==> config.mk <==
export PLATFORM = sky130hd
export DESIGN_NAME = dual_src_clkdiv
export DESIGN_NICKNAME = d
export VERILOG_FILES = /design/src/rtl/clkdiv_pkg.sv /design/src/rtl/clkdiv_regs.sv /design/src/rtl/clkdiv_core.sv /design/src/rtl/clkdiv_busy.sv /design/src/rtl/dual_src_clkdiv.sv
export SDC_FILE = /design/constraint.sdc
export NUM_CORES = 1
export LEC_CHECK = 0
export BUFFER_PORTS_ARGS = -buffer_cell sky130_fd_sc_hd__buf_2
export CORE_MARGIN = 3
export CORE_UTILIZATION = 56
export CTS_BUF_LIST = sky130_fd_sc_hd__clkbuf_4 sky130_fd_sc_hd__clkbuf_8 sky130_fd_sc_hd__clkbuf_16
export DETAILED_ROUTE_END_ITERATION = 12
export PLACE_DENSITY = 0.89
export SLEW_MARGIN = 25
export SYNTH_ARGS = -nofsm -noshare
export SYNTH_HDL_FRONTEND = slang
export SYNTH_HIERARCHICAL = 1
export SYNTH_SLANG_ARGS = --single-unit
export TNS_END_PERCENT = 20
==> constraint.sdc <==
create_clock -name clk -period 3.6 [get_ports clk]
set_clock_uncertainty 0.15 [all_clocks]
set_input_delay 0 -clock clk [delete_from_list [all_inputs] [get_ports clk]]
set_output_delay 0 -clock clk [all_outputs]
set_load 0.01 [all_outputs]
==> src/rtl/clkdiv_pkg.sv <==
package clkdiv_pkg;
    localparam int unsigned WORD_W = 32;

    typedef enum logic [1:0] {
        WR_PLAIN = 2'd0,
        WR_SET   = 2'd1,
        WR_CLR   = 2'd2,
        WR_FLIP  = 2'd3
    } wr_form_e;

    localparam int unsigned MODE_BYP_BIT  = 0;
    localparam int unsigned MODE_GATE_BIT = 1;
    localparam int unsigned MODE_WFI_BIT  = 2;
    localparam int unsigned MODE_BSYX_BIT = 8;
    localparam int unsigned MODE_BSYF_BIT = 9;
endpackage

==> src/rtl/clkdiv_regs.sv <==
module clkdiv_regs
    import clkdiv_pkg::*;
#(
    parameter int unsigned XTAL_W   = 8,
    parameter int unsigned FAST_W   = 6,
    parameter int unsigned FAST_LSB = 16
) (
    input  logic              clk,
    input  logic              rst_n,
    input  logic              wr_en,
    input  logic [2:0]        wr_addr,
    input  logic [WORD_W-1:0] wr_data,
    input  logic              rd_sel,
    input  logic              busy_xtal,
    input  logic              busy_fast,
    output logic [WORD_W-1:0] rd_data,
    output logic [XTAL_W-1:0] xtal_div,
    output logic [FAST_W-1:0] fast_div,
    output logic              bypass,
    output logic              gate,
    output logic              wfi_en,
    output logic              xtal_touch,
    output logic              fast_touch
);
    typedef struct packed {
        logic [XTAL_W-1:0] xdiv;
        logic [FAST_W-1:0] fdiv;
        logic              byp;
        logic              gate;
        logic              wfi;
    } regs_t;

    regs_t r_d, r_q;
    logic [WORD_W-1:0] ratio_word, mode_word, cur_word, nxt_word;
    logic              nxt_unused;

    always_comb begin
        ratio_word = '0;
        ratio_word[XTAL_W-1:0]       = r_q.xdiv;
        ratio_word[FAST_LSB +: FAST_W] = r_q.fdiv;
        mode_word = '0;
        mode_word[MODE_BYP_BIT]  = r_q.byp;
        mode_word[MODE_GATE_BIT] = r_q.gate;
        mode_word[MODE_WFI_BIT]  = r_q.wfi;
        cur_word = wr_addr[2] ? mode_word : ratio_word;
        case (wr_form_e'(wr_addr[1:0]))
            WR_SET:  nxt_word = cur_word | wr_data;
            WR_CLR:  nxt_word = cur_word & ~wr_data;
            WR_FLIP: nxt_word = cur_word ^ wr_data;
            default: nxt_word = wr_data;
        endcase
        r_d = r_q;
        if (wr_en) begin
            if (wr_addr[2]) begin
                r_d.byp  = nxt_word[MODE_BYP_BIT];
                r_d.gate = nxt_word[MODE_GATE_BIT];
                r_d.wfi  = nxt_word[MODE_WFI_BIT];
            end else begin
                r_d.xdiv = nxt_word[XTAL_W-1:0];
                r_d.fdiv = nxt_word[FAST_LSB +: FAST_W];
            end
        end
    end

    always_ff @(posedge clk) begin
        if (!rst_n) begin
            r_q.xdiv <= XTAL_W'(1);
            r_q.fdiv <= FAST_W'(1);
            r_q.byp  <= 1'b1;
            r_q.gate <= 1'b0;
            r_q.wfi  <= 1'b0;
        end else begin
            r_q <= r_d;
        end
    end

    assign nxt_unused = ^nxt_word;
    assign xtal_touch = (r_d.xdiv != r_q.xdiv) || (r_d.byp && !r_q.byp);
    assign fast_touch = (r_d.fdiv != r_q.fdiv) || (!r_d.byp && r_q.byp);
    assign xtal_div   = r_q.xdiv;
    assign fast_div   = r_q.fdiv;
    assign bypass     = r_q.byp;
    assign gate       = r_q.gate;
    assign wfi_en     = r_q.wfi;

    always_comb begin
        rd_data = ratio_word;
        if (rd_sel) begin
            rd_data = mode_word;
            rd_data[MODE_BSYX_BIT] = busy_xtal;
            rd_data[MODE_BSYF_BIT] = busy_fast;
        end
    end
endmodule

==> src/rtl/clkdiv_core.sv <==
module clkdiv_core #(
    parameter int unsigned DIV_W = 8
) (
    input  logic             clk,
    input  logic             rst_n,
    input  logic             xtal_tick,
    input  logic             fast_tick,
    input  logic             bypass,
    input  logic [DIV_W-1:0] xtal_div,
    input  logic [DIV_W-1:0] fast_div,
    input  logic             gated,
    output logic             out_pulse,
    output logic             out_next,
    output logic             boundary,
    output logic             src_is_xtal
);
    typedef struct packed {
        logic [DIV_W-1:0] cnt;
        logic [DIV_W-1:0] ratio;
        logic             xsrc;
        logic             out;
    } core_t;

    core_t c_d, c_q;
    logic  src_tick;

    always_comb begin
        src_tick = c_q.xsrc ? xtal_tick : fast_tick;
        boundary = src_tick &&
                   (({1'b0, c_q.cnt} + 1'b1) >= {1'b0, c_q.ratio});
        c_d      = c_q;
        c_d.out  = boundary && (c_q.ratio != '0) && !gated;
        if (src_tick) begin
            if (boundary) begin
                c_d.cnt   = '0;
                c_d.xsrc  = bypass;
                c_d.ratio = bypass ? xtal_div : fast_div;
            end else begin
                c_d.cnt = c_q.cnt + 1'b1;
            end
        end
    end

    always_ff @(posedge clk) begin
        if (!rst_n) begin
            c_q.cnt   <= '0;
            c_q.ratio <= DIV_W'(1);
            c_q.xsrc  <= 1'b1;
            c_q.out   <= 1'b0;
        end else begin
            c_q <= c_d;
        end
    end

    assign out_pulse   = c_q.out;
    assign out_next    = c_d.out;
    assign src_is_xtal = c_q.xsrc;

    assert_gate_block_R7: assert property (@(posedge clk) disable iff (!rst_n)
        c_q.out |-> $past(!gated));
    assert_zero_silent_R3: assert property (@(posedge clk) disable iff (!rst_n)
        c_q.out |-> ($past(c_q.ratio) != '0));
    assert_switch_at_end_R10: assert property (@(posedge clk) disable iff (!rst_n)
        !$stable(c_q.xsrc) |-> $past(boundary));
    assert_ratio_at_end_R6: assert property (@(posedge clk) disable iff (!rst_n)
        !$stable(c_q.ratio) |-> $past(boundary));
endmodule

==> src/rtl/clkdiv_busy.sv <==
module clkdiv_busy (
    input  logic clk,
    input  logic rst_n,
    input  logic touch,
    input  logic src_tick,
    input  logic selected,
    input  logic load_evt,
    input  logic out_evt,
    input  logic gated,
    output logic busy
);
    typedef struct packed {
        logic busy;
        logic loaded;
        logic seen;
    } busy_t;

    busy_t b_d, b_q;
    logic  counted;

    always_comb begin
        counted = src_tick && (b_q.loaded || !selected);
        b_d     = b_q;
        if (b_q.busy) begin
            if (b_q.loaded && out_evt)
                b_d.busy = 1'b0;
            else if (counted && b_q.seen && (gated || !selected))
                b_d.busy = 1'b0;
            if (counted)
                b_d.seen = 1'b1;
            if (load_evt && !b_q.loaded) begin
                b_d.loaded = 1'b1;
                b_d.seen   = 1'b0;
            end
        end
        if (!b_d.busy) begin
            b_d.loaded = 1'b0;
            b_d.seen   = 1'b0;
        end
        if (touch) begin
            b_d.busy   = 1'b1;
            b_d.loaded = 1'b0;
            b_d.seen   = 1'b0;
        end
    end

    always_ff @(posedge clk) begin
        if (!rst_n) b_q <= '0;
        else        b_q <= b_d;
    end

    assign busy = b_q.busy;

    assert_busy_clear_cause_R5: assert property (@(posedge clk) disable iff (!rst_n)
        $fell(b_q.busy) |-> $past(src_tick || out_evt));
endmodule

==> src/rtl/dual_src_clkdiv.sv <==
module dual_src_clkdiv
    import clkdiv_pkg::*;
#(
    parameter int unsigned XTAL_W   = 8,
    parameter int unsigned FAST_W   = 6,
    parameter int unsigned FAST_LSB = 16
) (
    input  logic              clk,
    input  logic              rst_n,
    input  logic              xtal_tick,
    input  logic              fast_tick,
    input  logic              wfi_in,
    input  logic              wr_en,
    input  logic [2:0]        wr_addr,
    input  logic [WORD_W-1:0] wr_data,
    input  logic              rd_sel,
    output logic [WORD_W-1:0] rd_data,
    output logic              clk_en_out
);
    localparam int unsigned DIV_W = (XTAL_W > FAST_W) ? XTAL_W : FAST_W;
    localparam int unsigned NPATH = 2;

    logic [XTAL_W-1:0] xtal_div;
    logic [FAST_W-1:0] fast_div;
    logic bypass, gate, wfi_en, gated, boundary, out_next, src_is_xtal;
    logic [NPATH-1:0] touch, tick, sel, load, oevt, busy;

    clkdiv_regs #(.XTAL_W(XTAL_W), .FAST_W(FAST_W), .FAST_LSB(FAST_LSB)) u_regs (
        .clk(clk), .rst_n(rst_n), .wr_en(wr_en), .wr_addr(wr_addr),
        .wr_data(wr_data), .rd_sel(rd_sel), .busy_xtal(busy[1]),
        .busy_fast(busy[0]), .rd_data(rd_data), .xtal_div(xtal_div),
        .fast_div(fast_div), .bypass(bypass), .gate(gate), .wfi_en(wfi_en),
        .xtal_touch(touch[1]), .fast_touch(touch[0])
    );

    assign gated = gate || (wfi_en && wfi_in);

    clkdiv_core #(.DIV_W(DIV_W)) u_core (
        .clk(clk), .rst_n(rst_n), .xtal_tick(xtal_tick), .fast_tick(fast_tick),
        .bypass(bypass), .xtal_div(DIV_W'(xtal_div)), .fast_div(DIV_W'(fast_div)),
        .gated(gated), .out_pulse(clk_en_out), .out_next(out_next),
        .boundary(boundary), .src_is_xtal(src_is_xtal)
    );

    assign tick = {xtal_tick, fast_tick};
    assign sel  = {bypass, !bypass};
    assign load = {boundary && bypass, boundary && !bypass};
    assign oevt = {out_next && src_is_xtal, out_next && !src_is_xtal};

    for (genvar p = 0; p < NPATH; p++) begin : g_path
        clkdiv_busy u_busy (
            .clk(clk), .rst_n(rst_n), .touch(touch[p]), .src_tick(tick[p]),
            .selected(sel[p]), .load_evt(load[p]), .out_evt(oevt[p]),
            .gated(gated), .busy(busy[p])
        );
    end

    assert_busy_on_xchange_R4: assert property (@(posedge clk) disable iff (!rst_n)
        !$stable(xtal_div) |-> busy[1]);
    assert_busy_on_fchange_R4: assert property (@(posedge clk) disable iff (!rst_n)
        !$stable(fast_div) |-> busy[0]);
    assert_wfi_block_R8: assert property (@(posedge clk) disable iff (!rst_n)
        clk_en_out |-> !$past(wfi_en && wfi_in));
endmodule

Word level (Yosys, flattened, before mapping)
Index checks and enable logic that the tools add are counted.
- flip-flop bits (word level): 41
- input port bits: 42
- output and inout bits: 33
- word-level logic and storage cells: 97
- $add $sub $neg: 2
- magnitude comparators: 1
- equality and inequality tests: 5
- multiplexer cells: 23
- bitwise logic cells: 7
- reduce and logical (&&, ||, !) cells: 44
- operator list (operator ; number):
    $pmux W22 S3 ; 1
    $mux W22 ; 2
    $and A22 B22 Y22 ; 1
    $not A22 Y22 ; 1
    $or A22 B22 Y22 ; 1
    $xor A22 B22 Y22 ; 1
    $logic_and A1 B1 Y1 ; 20
    $mux W17 ; 1
    $mux W8 ; 2
    $mux W3 ; 5
    $mux W14 ; 1
    $reduce_and A2 Y1 ; 6
    $add A8 B1 Y9 const B ; 1
    $ge A9 B8 Y1 ; 1
    $add A8 B1 Y8 const B ; 1
    $mux W2 ; 4
    $ne A8 B8 Y1 ; 1
    $reduce_bool A8 Y1 ; 1
    $logic_or A1 B1 Y1 ; 7
    $mux W1 ; 7
    $logic_not A1 Y1 ; 6
    $ne A6 B6 Y1 ; 1
    $reduce_or A3 Y1 ; 2
    $eq A2 B2 Y1 const B ; 2
    other kinds (3) ; 6

Depth between registers and ports, before layout
Gate-level depths: netlist of run 1.
- depth in word-level cells: 11
- depth in mapped cells: 15
- gate-level depth less buffers: 15

Hierarchy
Netlist of run 1, hierarchy kept.
- by module, submodules not included (module ; instances ; cells an instance ; area an instance (µm²) ; seq. area each (µm²)):
    clkdiv_regs ; 1 ; 250 ; 2044.5 ; 340.3
    clkdiv_core ; 1 ; 139 ; 1227.4 ; 360.3
    clkdiv_busy ; 2 ; 18 ; 145.1 ; 60.1
    dual_src_clkdiv ; 1 ; 7 ; 43.8 ; 0.0

Least setup slack after synthesis of run 1
OpenSTA, ideal clock, no wires.
- path kind: reg-to-reg
- start point: reg u_core/c_q[10] in the netlist's numbering
- end point: reg g_path[0].u_busy/b_q[0] in the netlist's numbering
- setup time: 0.078 ns
- data arrival time: 2.912 ns
- data required time: 3.372 ns
- path slack: 0.460 ns
- stages on the path, launching flop included: 16
- buffers on the path: 0
- period minus slack after synthesis: 3.140 ns
- path through: dfxtp_1 > ha_1 > nand3_2 > nor2_2 > xor2_1 > ha_1 > a21o_1 > a221oi_2 > o21ai_2 > o21ai_2 > inv_2 > and2_1 > and2b_2 > nand2_1 > o2111ai_1 > nor3_1
- cells in the longest elaborated chain, start to end: 11
- elaborated cells between the ends (all ways): 16
- those cells by class: 1 x add/sub; 1 x order compare; 3 x mux; 1 x bitwise; 10 x reduce/logical
- ends and longest elaborated chain (item ; line ; RTL):
    from (decl) ; clkdiv_core.sv:24 ; core_t c_d, c_q;
    $add A8 B1 Y9 ; clkdiv_core.sv:30 ; (({1'b0, c_q.cnt} + 1'b1) >= {1'b0, c_q.ratio});
    $ge A9 B8 Y1 ; clkdiv_core.sv:30 ;
    $logic_and A1 B1 Y1 ; clkdiv_core.sv:29 ; boundary = src_tick &&
    net boundary ; dual_src_clkdiv.sv:25 ; logic bypass, gate, wfi_en, gated, boundary, out_next, src_is_xtal;
    $logic_and A1 B1 Y1 (2 in series) ; clkdiv_core.sv:32 ; c_d.out = boundary && (c_q.ratio != '0) && !gated;
    net out_next ; dual_src_clkdiv.sv:25 ;
    $logic_and A1 B1 Y1 ; dual_src_clkdiv.sv:48 ; assign oevt = {out_next && src_is_xtal, out_next && !src_is_xtal};
    net oevt[0] ; dual_src_clkdiv.sv:26 ; logic [NPATH-1:0] touch, tick, sel, load, oevt, busy;
    $logic_and A1 B1 Y1 ; clkdiv_busy.sv:25 ; if (b_q.loaded && out_evt)
    $mux W1 ; clkdiv_busy.sv:25 ;
    $mux W3 ; clkdiv_busy.sv:24 ; if (b_q.busy) begin
    $not A1 Y1 (no source line) ; n/a ;
    $reduce_or A3 Y1 (no source line) ; n/a ;
    to (signal assigned) ; clkdiv_busy.sv:48 ; if (!rst_n) b_q <= '0;
    to (signal assigned) ; clkdiv_busy.sv:49 ; else b_q <= b_d;
    to (decl) ; clkdiv_busy.sv:18 ; busy_t b_d, b_q;
The timed path passes the listed nets, and every way through them passes these cells.
A chain may end at the register's enable or synchronous reset.

Final worst setup path of run 1
- start point: reg u_core/c_q[12] in the netlist's numbering
- end point: reg g_path[1].u_busy/b_q[0] in the netlist's numbering
- cells in the longest elaborated chain, start to end: 11
- elaborated cells between the ends (all ways): 16
- those cells by class: 1 x add/sub; 1 x order compare; 3 x mux; 1 x bitwise; 10 x reduce/logical
- ends and longest elaborated chain (item ; line):
    $add A8 B1 Y9 ; clkdiv_core.sv:30
    $ge A9 B8 Y1 ; clkdiv_core.sv:30
    $logic_and A1 B1 Y1 ; clkdiv_core.sv:29
    net boundary ; dual_src_clkdiv.sv:25
    $logic_and A1 B1 Y1 (2 in series) ; clkdiv_core.sv:32
    net out_next ; dual_src_clkdiv.sv:25
    $logic_and A1 B1 Y1 ; dual_src_clkdiv.sv:48
    net oevt[1] ; dual_src_clkdiv.sv:26
    $logic_and A1 B1 Y1 ; clkdiv_busy.sv:25
    $mux W1 ; clkdiv_busy.sv:25
    $mux W3 ; clkdiv_busy.sv:24
    $not A1 Y1 (no source line) ; n/a
    $reduce_or A3 Y1 (no source line) ; n/a
    to (signal assigned) ; clkdiv_busy.sv:48
    to (signal assigned) ; clkdiv_busy.sv:49
    to (decl) ; clkdiv_busy.sv:18
The timed path passes the listed nets, and every way through them passes these cells.

==> run_results.csv, run 1 <==
group,metric,value,unit
synthesis,synth-main-ff-cell,"dfxtp_1",
hold_path,hold_class,"in -> reg",
setup_path,end_kind,"register",
power_and_ir_drop,p_leak,1.919,nW
synthesis,synth_top_area_share,22.76,%
global_routing,overflow,0,
sta,tightest_slew,0.8843,ns
drt,firstDrtPassIters,6,
sta,holdWs,0.02145,ns
sta,drv_slew,0,
global_routing,antenna_found_initial,0,
drt,drt_iter0_markers,207,
sta,hold_viol,0,
setup_path,arrival,3.47,ns
setup_path,cp_cell_sequence,"nand3_1 > or2_2 > xnor2_1 > ha_1 > and3_4 > a221oi_2 > o21ai_2 > o21ai_2 > inv_2 > and2_1 > and2_2 > nand2_1 > o2111ai_1 > nor3_1",
power_and_ir_drop,pwr_density_cell,412.8,mW/mm²
setup_path,startpoint_type,"register",
global_routing,grt_util_all_layers,22.15,%
synthesis,async_reset_ff_share,0,%
synthesis,synth_most_common_cell,"inv_1",
setup_path,crit_type,"reg -> reg",
place,gp_congestion,0.8394,
cells_and_area,final_core_util,64.45,%
floorplanning,num_io_pins,75,
setup_path,cp_max_fo,6,
sta,post-route-period-util,94.66,%
global_routing,grt_pass1_vias,3013,
floorplanning,fp.dieArea,0.007438,mm²
synthesis,seq_area_frac_synth,22.76,%
sta,setup_violations,0,
clock_network,cts_buffers,5,
place,numPortBuffers,40,
sta,relSlewSlack,40.92,%
clock_network,clk_pin_slew_worst_paths,0.08,ns
synthesis,synth_common_cells,"50 x inv_1, 41 x dfxtp_1, 39 x nand2_1, 37 x ha_1, 23 x nor2_1",
sta,max_freq,293.4,MHz
global_routing,grt_pass1_wl,13470,µm
synthesis,synth_edf_count,0,
floorplanning,die_w,86.25,µm
floorplanning,start_util,59.50,%
drt,wl_per_cell,15.08,µm
floorplanning,die_h,86.25,µm
place,hpwlAfterDp,6144,µm
sta,tns,0,ns
setup_path,max_stage_delay,0.45,ns
clock_network,clock_latency,0.29,ns
sta,post-route-min-period,3.408,ns
global_routing,grt_max_degree,29,
synthesis,post-synth-top-area-cell,"dfxtp_1",
sta,rsz0062_at_grt,"no",
clock_network,cts-root-buf,"clkbuf_8",
synthesis,synth_area,0.003606,mm²
cells_and_area,area_growth,8.328,%
drt,dr_total_vias,3164,
drt,drcViolationCount,0,
cells_and_area,drive_gt1_share,19.19,%
outcome,status,"finished clean",
synthesis,ys.warnings.count,6,
setup_path,worstPathRequired,3.66,ns
drt,finalWirelength,8202,µm
clock_network,numClockSinks,41,
drt,vias_per_cell,5.816,
synthesis,ys_seq_elements,41,
synthesis,synth_cells,432,
clock_network,clock_path_buffers,2,
setup_path,crit_slowest_cell,"dfxtp_1",
clock_network,cts_tree,"done",
floorplanning,coreArea,0.006061,mm²
setup_path,crit_path_frequent_cell,"o21ai_2",
power_and_ir_drop,vdd_drop_max,0.0003403,V
place,placed_cell_area,0.003761,mm²
cells_and_area,antennaDiodeCount,0,
cells_and_area,fin_area,0.003906,mm²
synthesis,syn_area_per_cell,8.347,µm²
floorplanning,num_rows,28,
cells_and_area,fin_nets,547,
synthesis,netlist_top_cells_area,"dfxtp_1 23%, ha_1 13%, inv_1 5.2%",
clock_network,cts-htree-levels,2,
synthesis,ys_types,59,
run,maxCapViolations,0,
drt,antenna_left,0,
==> layout make-up <==
| class | instances | area, µm² |
|---|---|---|
| repair buffers | 47 | 262.8 |
| fillers | 490 | 2155 |
| flip-flops and latches | 41 | 820.8 |
| inverters | 51 | 191.4 |
| well taps | 75 | 93.84 |
| clock buffers | 8 | 91.34 |
| multi-input cells | 322 | 2446 |
==> registers in the layout, summed over array words and instances, names as in the netlist <==
register / flops
u_core/out_pulse: 1
u_core/src_is_xtal: 1
u_regs/fast_div: 6
u_regs/wfi_en: 1
g_path.u_busy/b_q: 4
u_regs/xtal_div: 8
u_regs/gate: 1
u_regs/bypass: 1
u_core/c_q: 16
g_path.u_busy/busy: 2
==> power breakdown <==
group / internal (mW) / switching, mW
sequential: 0.517 / 0.0560
clock: 0.160 / 0.154
combinational: 0.299 / 0.425
total: 0.977 / 0.635
==> through the flow <==
| stage | worst slack, ns | total power, mW | cells |
|---|---|---|---|
| 4_1_cts | 0.2308 | 1.607 | 544 |
| 2_1_floorplan | 0.4601 | 1.187 | 448 |
| 5_1_grt | 0.01320 | 1.728 | 544 |
| 3_5_place_dp | 0.2792 | 1.288 | 532 |
| 6_report | 0.1921 | 1.613 | 544 |
| 3_3_place_gp | 0.4247 | 1.251 | 532 |
==> routing by layer <==
layer | vias up | global-route usage (%) | wire length [µm]
met5 | - | 0 | 0
met4 | 0 | 9.348 | 250
met3 | 30 | 3.517 | 454
met2 | 116 | 38.54 | 3959
met1 | 1489 | 27.11 | 3537
li1 | 1529 | - | -
==> critical path: cells and delay by family, from the launching register on <==
family	cells	cell delay, ns
AOI/OAI and AO/OA	4	0.74
and+or+nand+nor	7	1.41
DFF	1	0.45
xor gates and xnor gates	1	0.23
adders and majority gates	1	0.27
buffers and inverters	1	0.07
==> timing repair <==
action / 4_1_cts / 5_1_grt
endpoints found under the setup margin: 0 / 1
hold endpoints to repair: 9 / 0
hold buffers: 4 / 0
gates resized for setup: 0 / 2
setup buffers: 0 / 0
==> cell usage in the layout (no fill, tap or decap), drive strengths merged, types with 4 or more instances in the layout <==
| cell | n |
|---|---|
| nor3b | 5 |
| mux4 | 9 |
| and2 | 7 |
| and3 | 4 |
| ha | 37 |
| a21boi | 6 |
| nor2 | 24 |
| mux2i | 12 |
| xnor2 | 5 |
| nand4 | 4 |
| nor4 | 5 |
| xor2 | 11 |
| nor3 | 5 |
| buf | 43 |
| conb | 18 |
| inv | 51 |
| nand2b | 13 |
| clkbuf | 8 |
| a21oi | 14 |
| o21ai | 13 |
| mux2 | 14 |
| dfxtp | 41 |
| dlygate4sd3 | 4 |
| nor2b | 14 |
| nand2 | 39 |
| a31oi | 7 |
| nand3 | 10 |
| a211oi | 15 |
| o211ai | 5 |
| o2111ai | 4 |
| a21o | 4 |
==> cell families after synthesis <==
| logic type | share of synthesized area, % |
|---|---|
| buffers and inverters | 11.45 |
| adder cells (fa/ha/maj) | 12.84 |
| other | 0.2083 |
| AND/OR/NAND/NOR | 20.13 |
| AO/OA/AOI/OAI | 15.30 |
| flip-flops | 22.76 |
| XOR/XNOR | 3.886 |
| multiplexers | 13.43 |
==> worst paths after layout <==
check,startpoint,slack (ns),end,depth (start not counted)
max,u_core/c_q[12],0.19,g_path[1].u_busy/b_q[0],14
min,wr_addr[2],0.02,u_regs/wfi_en,3
max reg2reg,u_core/c_q[12],0.19,g_path[1].u_busy/b_q[0],14
min reg2reg,u_core/c_q[11],0.34,u_core/c_q[11],2
(Power assumes the default switching activity.)
==> run 2: changes to the inputs <==
--- a/config.mk
+++ b/config.mk
@@ -7,10 +7,10 @@
 export LEC_CHECK = 0
 export BUFFER_PORTS_ARGS = -buffer_cell sky130_fd_sc_hd__buf_2
 export CORE_MARGIN = 3
-export CORE_UTILIZATION = 56
+export CORE_UTILIZATION = 60
 export CTS_BUF_LIST = sky130_fd_sc_hd__clkbuf_4 sky130_fd_sc_hd__clkbuf_8 sky130_fd_sc_hd__clkbuf_16
 export DETAILED_ROUTE_END_ITERATION = 12
-export PLACE_DENSITY = 0.89
+export PLACE_DENSITY = 0.93
 export SLEW_MARGIN = 25
 export SYNTH_ARGS = -nofsm -noshare
 export SYNTH_HDL_FRONTEND = slang
==> constraint.sdc (replaced) <==
create_clock -name clk -period 4 [get_ports clk]
set_clock_uncertainty 0.15 [all_clocks]
set_input_delay 0 -clock clk [delete_from_list [all_inputs] [get_ports clk]]
set_output_delay 0 -clock clk [all_outputs]
set_load 0.01 [all_outputs]
==> run 2 against run 1 <==
Clock-buffer cell count decreased by 2. Final cell count decreased by 0.74%. Critical path depth increased by 1. Worst setup slack improved by 0.16 ns. Sequential share of layout area about the same. Register-to-register slack improved by 0.16 ns. Global-route usage increased by 1.9 points. Power decreased by 6.8%. Non-clock buffer count decreased by 1. Largest power group unchanged.
==> run_results.csv, run 2 (synthesis gave the netlist of run 1 again) <==
group,metric,value,unit
outcome,status,"finished clean",
setup_path,worstPathRequired,4.07,ns
sta,max_freq,273.9,MHz
place,numPortBuffers,40,
hold_path,hold_class,"in -> reg",
sta,tns,0,ns
clock_network,post_cts_buffers,0,
clock_network,cts-root-buf,"clkbuf_8",
clock_network,clock_path_buffers,2,
place,gp_congestion,0.8554,
sta,drv_slew,0,
clock_network,hold_buffers,4,
global_routing,overflow,0,
cells_and_area,layout_common_cells,"50 x inv_1, 41 x dfxtp_1, 40 x buf_2",
floorplanning,die_w,83.53,µm
setup_path,cp_max_fo,8,
sta,post-route-min-period,3.651,ns
floorplanning,num_io_pins,75,
power_and_ir_drop,power_frac_seq,34.3,%
global_routing,antenna_found_initial,0,
cells_and_area,regMostFlops,"u_core/c_q",
clock_network,post_cts_resized,0,
place,placed_cell_area,0.003750,mm²
floorplanning,coreArea,0.005675,mm²
cells_and_area,multi_input_area,0.002432,mm²
cells_and_area,mostFrequentLayoutCell,"inv_1",
cells_and_area,fin_area,0.003905,mm²
sta,post-route-period-util,91.26,%
clock_network,clk_pin_slew_worst_paths,0.08,ns
drt,drcViolationCount,0,
sta,tightest_slew,0.8805,ns
power_and_ir_drop,pwr_density_cell,385.0,mW/mm²
power_and_ir_drop,switching_share,38.87,%
clock_network,clock_latency,0.30,ns
drt,antenna_left,0,
setup_path,startpoint_type,"register",
global_routing,grt_max_degree,29,
drt,firstDrtPassIters,5,
cells_and_area,final_core_util,68.81,%
sta,relSlewSlack,41.18,%
drt,wl_per_cell,15.72,µm
power_and_ir_drop,vdd_drop_max,0.0002335,V
run,maxCapViolations,0,
power_and_ir_drop,combPwrFrac,42.9,%
place,hpwlAfterDp,6106,µm
floorplanning,num_rows,27,
power_and_ir_drop,p_int,919.0,µW
clock_network,cts_buffers,5,
clock_network,numClockSinks,41,
drt,drt_iter0_markers,190,
power_and_ir_drop,switching_power,584.3,µW
power_and_ir_drop,clkPwrFrac,22.8,%
setup_path,arrival,3.72,ns
sta,setup_violations,0,
cells_and_area,drive_gt1_share,18.59,%
sta,hold_viol,0,
sta,rsz0062_at_grt,"no",
power_and_ir_drop,power.total,1.503,mW
setup_path,rrSetupSlack,0.35,ns
global_routing,grt_util_all_layers,24.02,%
setup_path,crit_type,"reg -> reg",
global_routing,grt_pass1_vias,3103,
clock_network,cts_tree,"done",
cells_and_area,area_growth,8.293,%
floorplanning,start_util,63.54,%
drt,finalWirelength,8488,µm
floorplanning,fp.dieArea,0.006976,mm²
cells_and_area,num-fill-cells,439,
cells_and_area,fin_nets,546,
cells_and_area,largest_register_ffs,16,
drt,dr_total_vias,3174,
cells_and_area,antennaDiodeCount,0,
power_and_ir_drop,p_leak,1.928,nW
cells_and_area,register_area,820.8,µm²
clock_network,cts-htree-levels,2,
global_routing,grt_pass1_wl,13990,µm
setup_path,end_kind,"register",
drt,vias_per_cell,5.878,
floorplanning,die_h,83.53,µm
## run 2: changes by cell type in the layout (fill, tap and decap cells not counted)
| cell | delta |
|---|---|
| mux2i_1 | +1 |
| nor2_4 | -1 |
| mux2i_2 | -1 |
| clkbuf_4 | -2 |
| buf_4 | -1 |
| clkinv_4 | +1 |
| nor3_2 | -1 |
| bufinv_16 | +1 |
| nor2_2 | +1 |
| nor3_1 | +1 |
## run 2: worst paths after layout
check                                     from                 endpoint  cells past startpoint
worst min-delay path                wr_addr[2]            u_regs/wfi_en                      3
worst max-delay path            u_core/c_q[10]  g_path[1].u_busy/b_q[0]                     15
worst min register to register  u_core/c_q[11]           u_core/c_q[11]                      2
worst max register to register  u_core/c_q[10]  g_path[1].u_busy/b_q[0]                     15
## run 2: worst max-delay path, stage by stage, from the launching register on
cell and delay (ns):
dfxtp_1 0.40, ha_1 0.26, nand3_2 0.16, nor2_2 0.24, xor2_1 0.19, ha_1 0.26
a21o_1 0.18, a221oi_2 0.35, o21ai_2 0.15, o21ai_2 0.37, inv_2 0.10, and2_1 0.16
and2_2 0.18, nand2_1 0.07, o2111ai_1 0.15, nor3_1 0.21
## run 2: power groups by stage
| stage | combinational [mW] | sequential, mW | clock [mW] |
|---|---|---|---|
| final | 0.645 | 0.516 | 0.343 |
| after floorplan | 0.558 | 0.511 | 0 |
| after detailed placement | 0.627 | 0.522 | 0 |
| after global placement | 0.595 | 0.518 | 0 |
| after CTS | 0.639 | 0.514 | 0.345 |
| after global routing | 0.714 | 0.522 | 0.361 |
## run 2: routing by layer
layer	track usage [%]	vias to the layer above	share of wire [%]
li1	-	1538	-
met1	29.56	1494	43
met2	42.49	128	50
met3	3.949	14	5.5
met4	8.041	0	1.6
met5	0	-	0
## run 2: cell type report
class | instances | area share (%)
multi-input combinational | 322 | 62.29
sequential | 41 | 21.02
timing repair buffer | 46 | 6.536
inverter | 51 | 4.902
tap | 72 | 2.307
clock buffer | 6 | 1.954
clock inverter | 2 | 0.9933
## run 2: through the flow
stage / hold WS [ns] / setup WS (ns) / cells
global route: 0.04242 / 0.05392 / 540
finish: 0.02840 / 0.3494 / 540
global placement: 0.1775 / 0.5958 / 528
floorplan: -0.1036 / 0.8601 / 448
CTS: 0.001516 / 0.3581 / 540
detailed placement: 0.1894 / 0.3940 / 528
==> run 3: changes to the inputs <==
--- a/config.mk
+++ b/config.mk
@@ -6,12 +6,12 @@
 export NUM_CORES = 1
 export LEC_CHECK = 0
 export BUFFER_PORTS_ARGS = -buffer_cell sky130_fd_sc_hd__buf_2
-export CORE_MARGIN = 3
 export CORE_UTILIZATION = 60
 export CTS_BUF_LIST = sky130_fd_sc_hd__clkbuf_4 sky130_fd_sc_hd__clkbuf_8 sky130_fd_sc_hd__clkbuf_16
 export DETAILED_ROUTE_END_ITERATION = 12
+export MAX_ROUTING_LAYER = met4
 export PLACE_DENSITY = 0.93
-export SLEW_MARGIN = 25
+export SLEW_MARGIN = 40
 export SYNTH_ARGS = -nofsm -noshare
 export SYNTH_HDL_FRONTEND = slang
 export SYNTH_HIERARCHICAL = 1
==> run 3 against run 2 <==
Worst setup slack worse by 0.015 ns. Sequential share of layout area is 0.14 points higher. Non-clock buffer count stayed put. Critical endpoint unchanged. Critical path depth stayed put. Critical path type unchanged.
==> run_results.csv, run 3 (synthesis gave the netlist of run 1 again) <==
group,metric,value,unit
global_routing,overflow,0,
drt,firstDrtPassIters,6,
clock_network,cts-htree-levels,2,
place,numPortBuffers,40,
drt,drt_iter0_markers,318,
setup_path,crit_family,"compound AO/OA/AOI/OAI gates",
setup_path,crit_slowest_cell,"dfxtp_1",
clock_network,clk_pin_slew_worst_paths,0.08,ns
sta,drv_slew,0,
cells_and_area,antennaDiodeCount,0,
global_routing,grt_max_degree,29,
power_and_ir_drop,clkPwrFrac,19.8,%
run,maxCapViolations,0,
clock_network,clock_latency,0.30,ns
floorplanning,die_h,79.53,µm
hold_path,worstHoldStart,"wr_addr[2]",
hold_path,whs_endpoint,"u_regs/wfi_en",
clock_network,clock_path_buffers,2,
place,gp_congestion,0.8799,
floorplanning,num_rows,27,
sta,post-route-min-period,3.666,ns
drt,antenna_left,0,
drt,vias_per_cell,5.900,
floorplanning,num_io_pins,75,
clock_network,cts_tree,"done",
power_and_ir_drop,p_leak,1.917,nW
cells_and_area,mostFrequentLayoutCell,"inv_1",
global_routing,grt_pass1_vias,3174,
cells_and_area,final_core_util,68.77,%
clock_network,post_cts_buffers,0,
clock_network,cts-root-buf,"clkbuf_8",
global_routing,grt_util_all_layers,28.83,%
hold_path,hold_path_depth,3,
sta,rsz0062_at_grt,"no",
floorplanning,start_util,63.92,%
setup_path,reg2reg_depth,15,
setup_path,critPathBufInv,1,
global_routing,antenna_found_initial,0,
drt,wl_per_cell,15.33,µm
setup_path,crit_type,"reg -> reg",
setup_path,end_kind,"register",
sta,setup_violations,0,
power_and_ir_drop,switching_share,40.36,%
cells_and_area,num-fill-cells,429,
cells_and_area,layout_common_cells,"50 x inv_1, 41 x dfxtp_1, 40 x buf_2",
setup_path,rrSetupSlack,0.33,ns
floorplanning,fp.dieArea,0.006324,mm²
sta,tightest_slew,0.8725,ns
setup_path,worstPathRequired,4.07,ns
sta,post-route-period-util,91.64,%
power_and_ir_drop,switching_power,587.7,µW
setup_path,max_stage_delay,0.41,ns
drt,finalWirelength,8263,µm
cells_and_area,area_growth,7.599,%
clock_network,numClockSinks,41,
setup_path,rr_endpoint,"g_path[1].u_busy/b_q[0]",
drt,drcViolationCount,0,
setup_path,cp_cell_sequence,"ha_1 > nand3_2 > nor2_2 > xor2_1 > ha_1 > a21o_1 > a221oi_2 > o21ai_2 > o21ai_2 > inv_2 > and2_1 > and2_2 > nand2_1 > o2111ai_1 > nor3_1",
setup_path,startpoint_type,"register",
sta,hold_viol,0,
setup_path,r2r_start,"u_core/c_q[10]",
outcome,status,"finished clean",
place,hpwlAfterDp,5939,µm
setup_path,cp_max_fo,8,
power_and_ir_drop,pwr_density_cell,375.4,mW/mm²
floorplanning,die_w,79.53,µm
power_and_ir_drop,power_frac_seq,35.3,%
power_and_ir_drop,vdd_drop_max,0.0002488,V
cells_and_area,largest_register_ffs,16,
clock_network,cts_buffers,5,
sta,max_freq,272.8,MHz
hold_path,hold_class,"in -> reg",
cells_and_area,fin_nets,546,
cells_and_area,regMostFlops,"u_core/c_q",
floorplanning,coreArea,0.005642,mm²
sta,tns,0,ns
setup_path,arrival,3.74,ns
global_routing,grt_pass1_wl,14120,µm
sta,holdWs,0.02598,ns
drt,dr_total_vias,3180,
sta,relSlewSlack,41.71,%
power_and_ir_drop,p_int,868.6,µW
cells_and_area,drive_gt1_share,18.42,%
setup_path,startpoint,"u_core/c_q[10]",
power_and_ir_drop,combPwrFrac,44.9,%
[run 3: what timing repair did]
action | CTS | global route
hold endpoints to repair | 9 | 0
gates resized for setup | 0 | 0
hold buffers | 4 | 0
[run 3: routing by layer]
metal | wire [µm] | vias to the layer above | global-route usage [%]
met5 | 0 | - | -
met4 | 125 | 0 | 10.18
met1 | 3538 | 1490 | 34.35
met3 | 474 | 14 | 3.771
li1 | - | 1526 | -
met2 | 4125 | 150 | 49.66
[run 3: worst max-delay path by stage]
stage / endpoint / slack (ns) / cells past startpoint
4_1_cts: g_path[1].u_busy/b_q[0] / 0.40 / 15
6_report: g_path[1].u_busy/b_q[0] / 0.33 / 15
5_1_grt: g_path[0].u_busy/b_q[0] / 0.07 / 15
3_5_place_dp: g_path[1].u_busy/b_q[0] / 0.45 / 15
2_1_floorplan: g_path[0].u_busy/b_q[0] / 0.86 / 15
3_3_place_gp: g_path[1].u_busy/b_q[0] / 0.60 / 15
[run 3: cell type report]
cell class | count | area, µm² | area share [%]
Timing Repair Buffer | 46 | 255.2 | 6.579
Clock buffer | 7 | 90.09 | 2.322
Multi-Input combinational cell | 322 | 2432 | 62.69
Tap cell | 72 | 90.09 | 2.322
Inverter | 51 | 191.4 | 4.934
Sequential cell | 41 | 820.8 | 21.15
[run 3: power by group through the flow]
| stage | combinational (mW) | clock (mW) | sequential [mW] |
|---|---|---|---|
| 6_report | 0.654 | 0.288 | 0.514 |
| 5_1_grt | 0.714 | 0.308 | 0.523 |
| 3_5_place_dp | 0.632 | 0 | 0.522 |
| 3_3_place_gp | 0.595 | 0 | 0.519 |
| 4_1_cts | 0.643 | 0.293 | 0.512 |
| 2_1_floorplan | 0.558 | 0 | 0.511 |
[run 3: per-stage QoR]
step                cell area [µm²]  power [mW]  setup WS, ns  cells
detailed placement             3750       1.154        0.4524    528
global route                   3880       1.545       0.06587    539
CTS                            3880       1.448        0.3954    539
floorplan                      3666       1.068        0.8601    448
global placement               3750       1.113        0.6022    528
finish                         3880       1.456        0.3343    539
[run 3: tightest hold or removal path: stages]
cell	delay [ns]
buf_2	0.24
nand3_1	0.13
a21boi_1	0.06
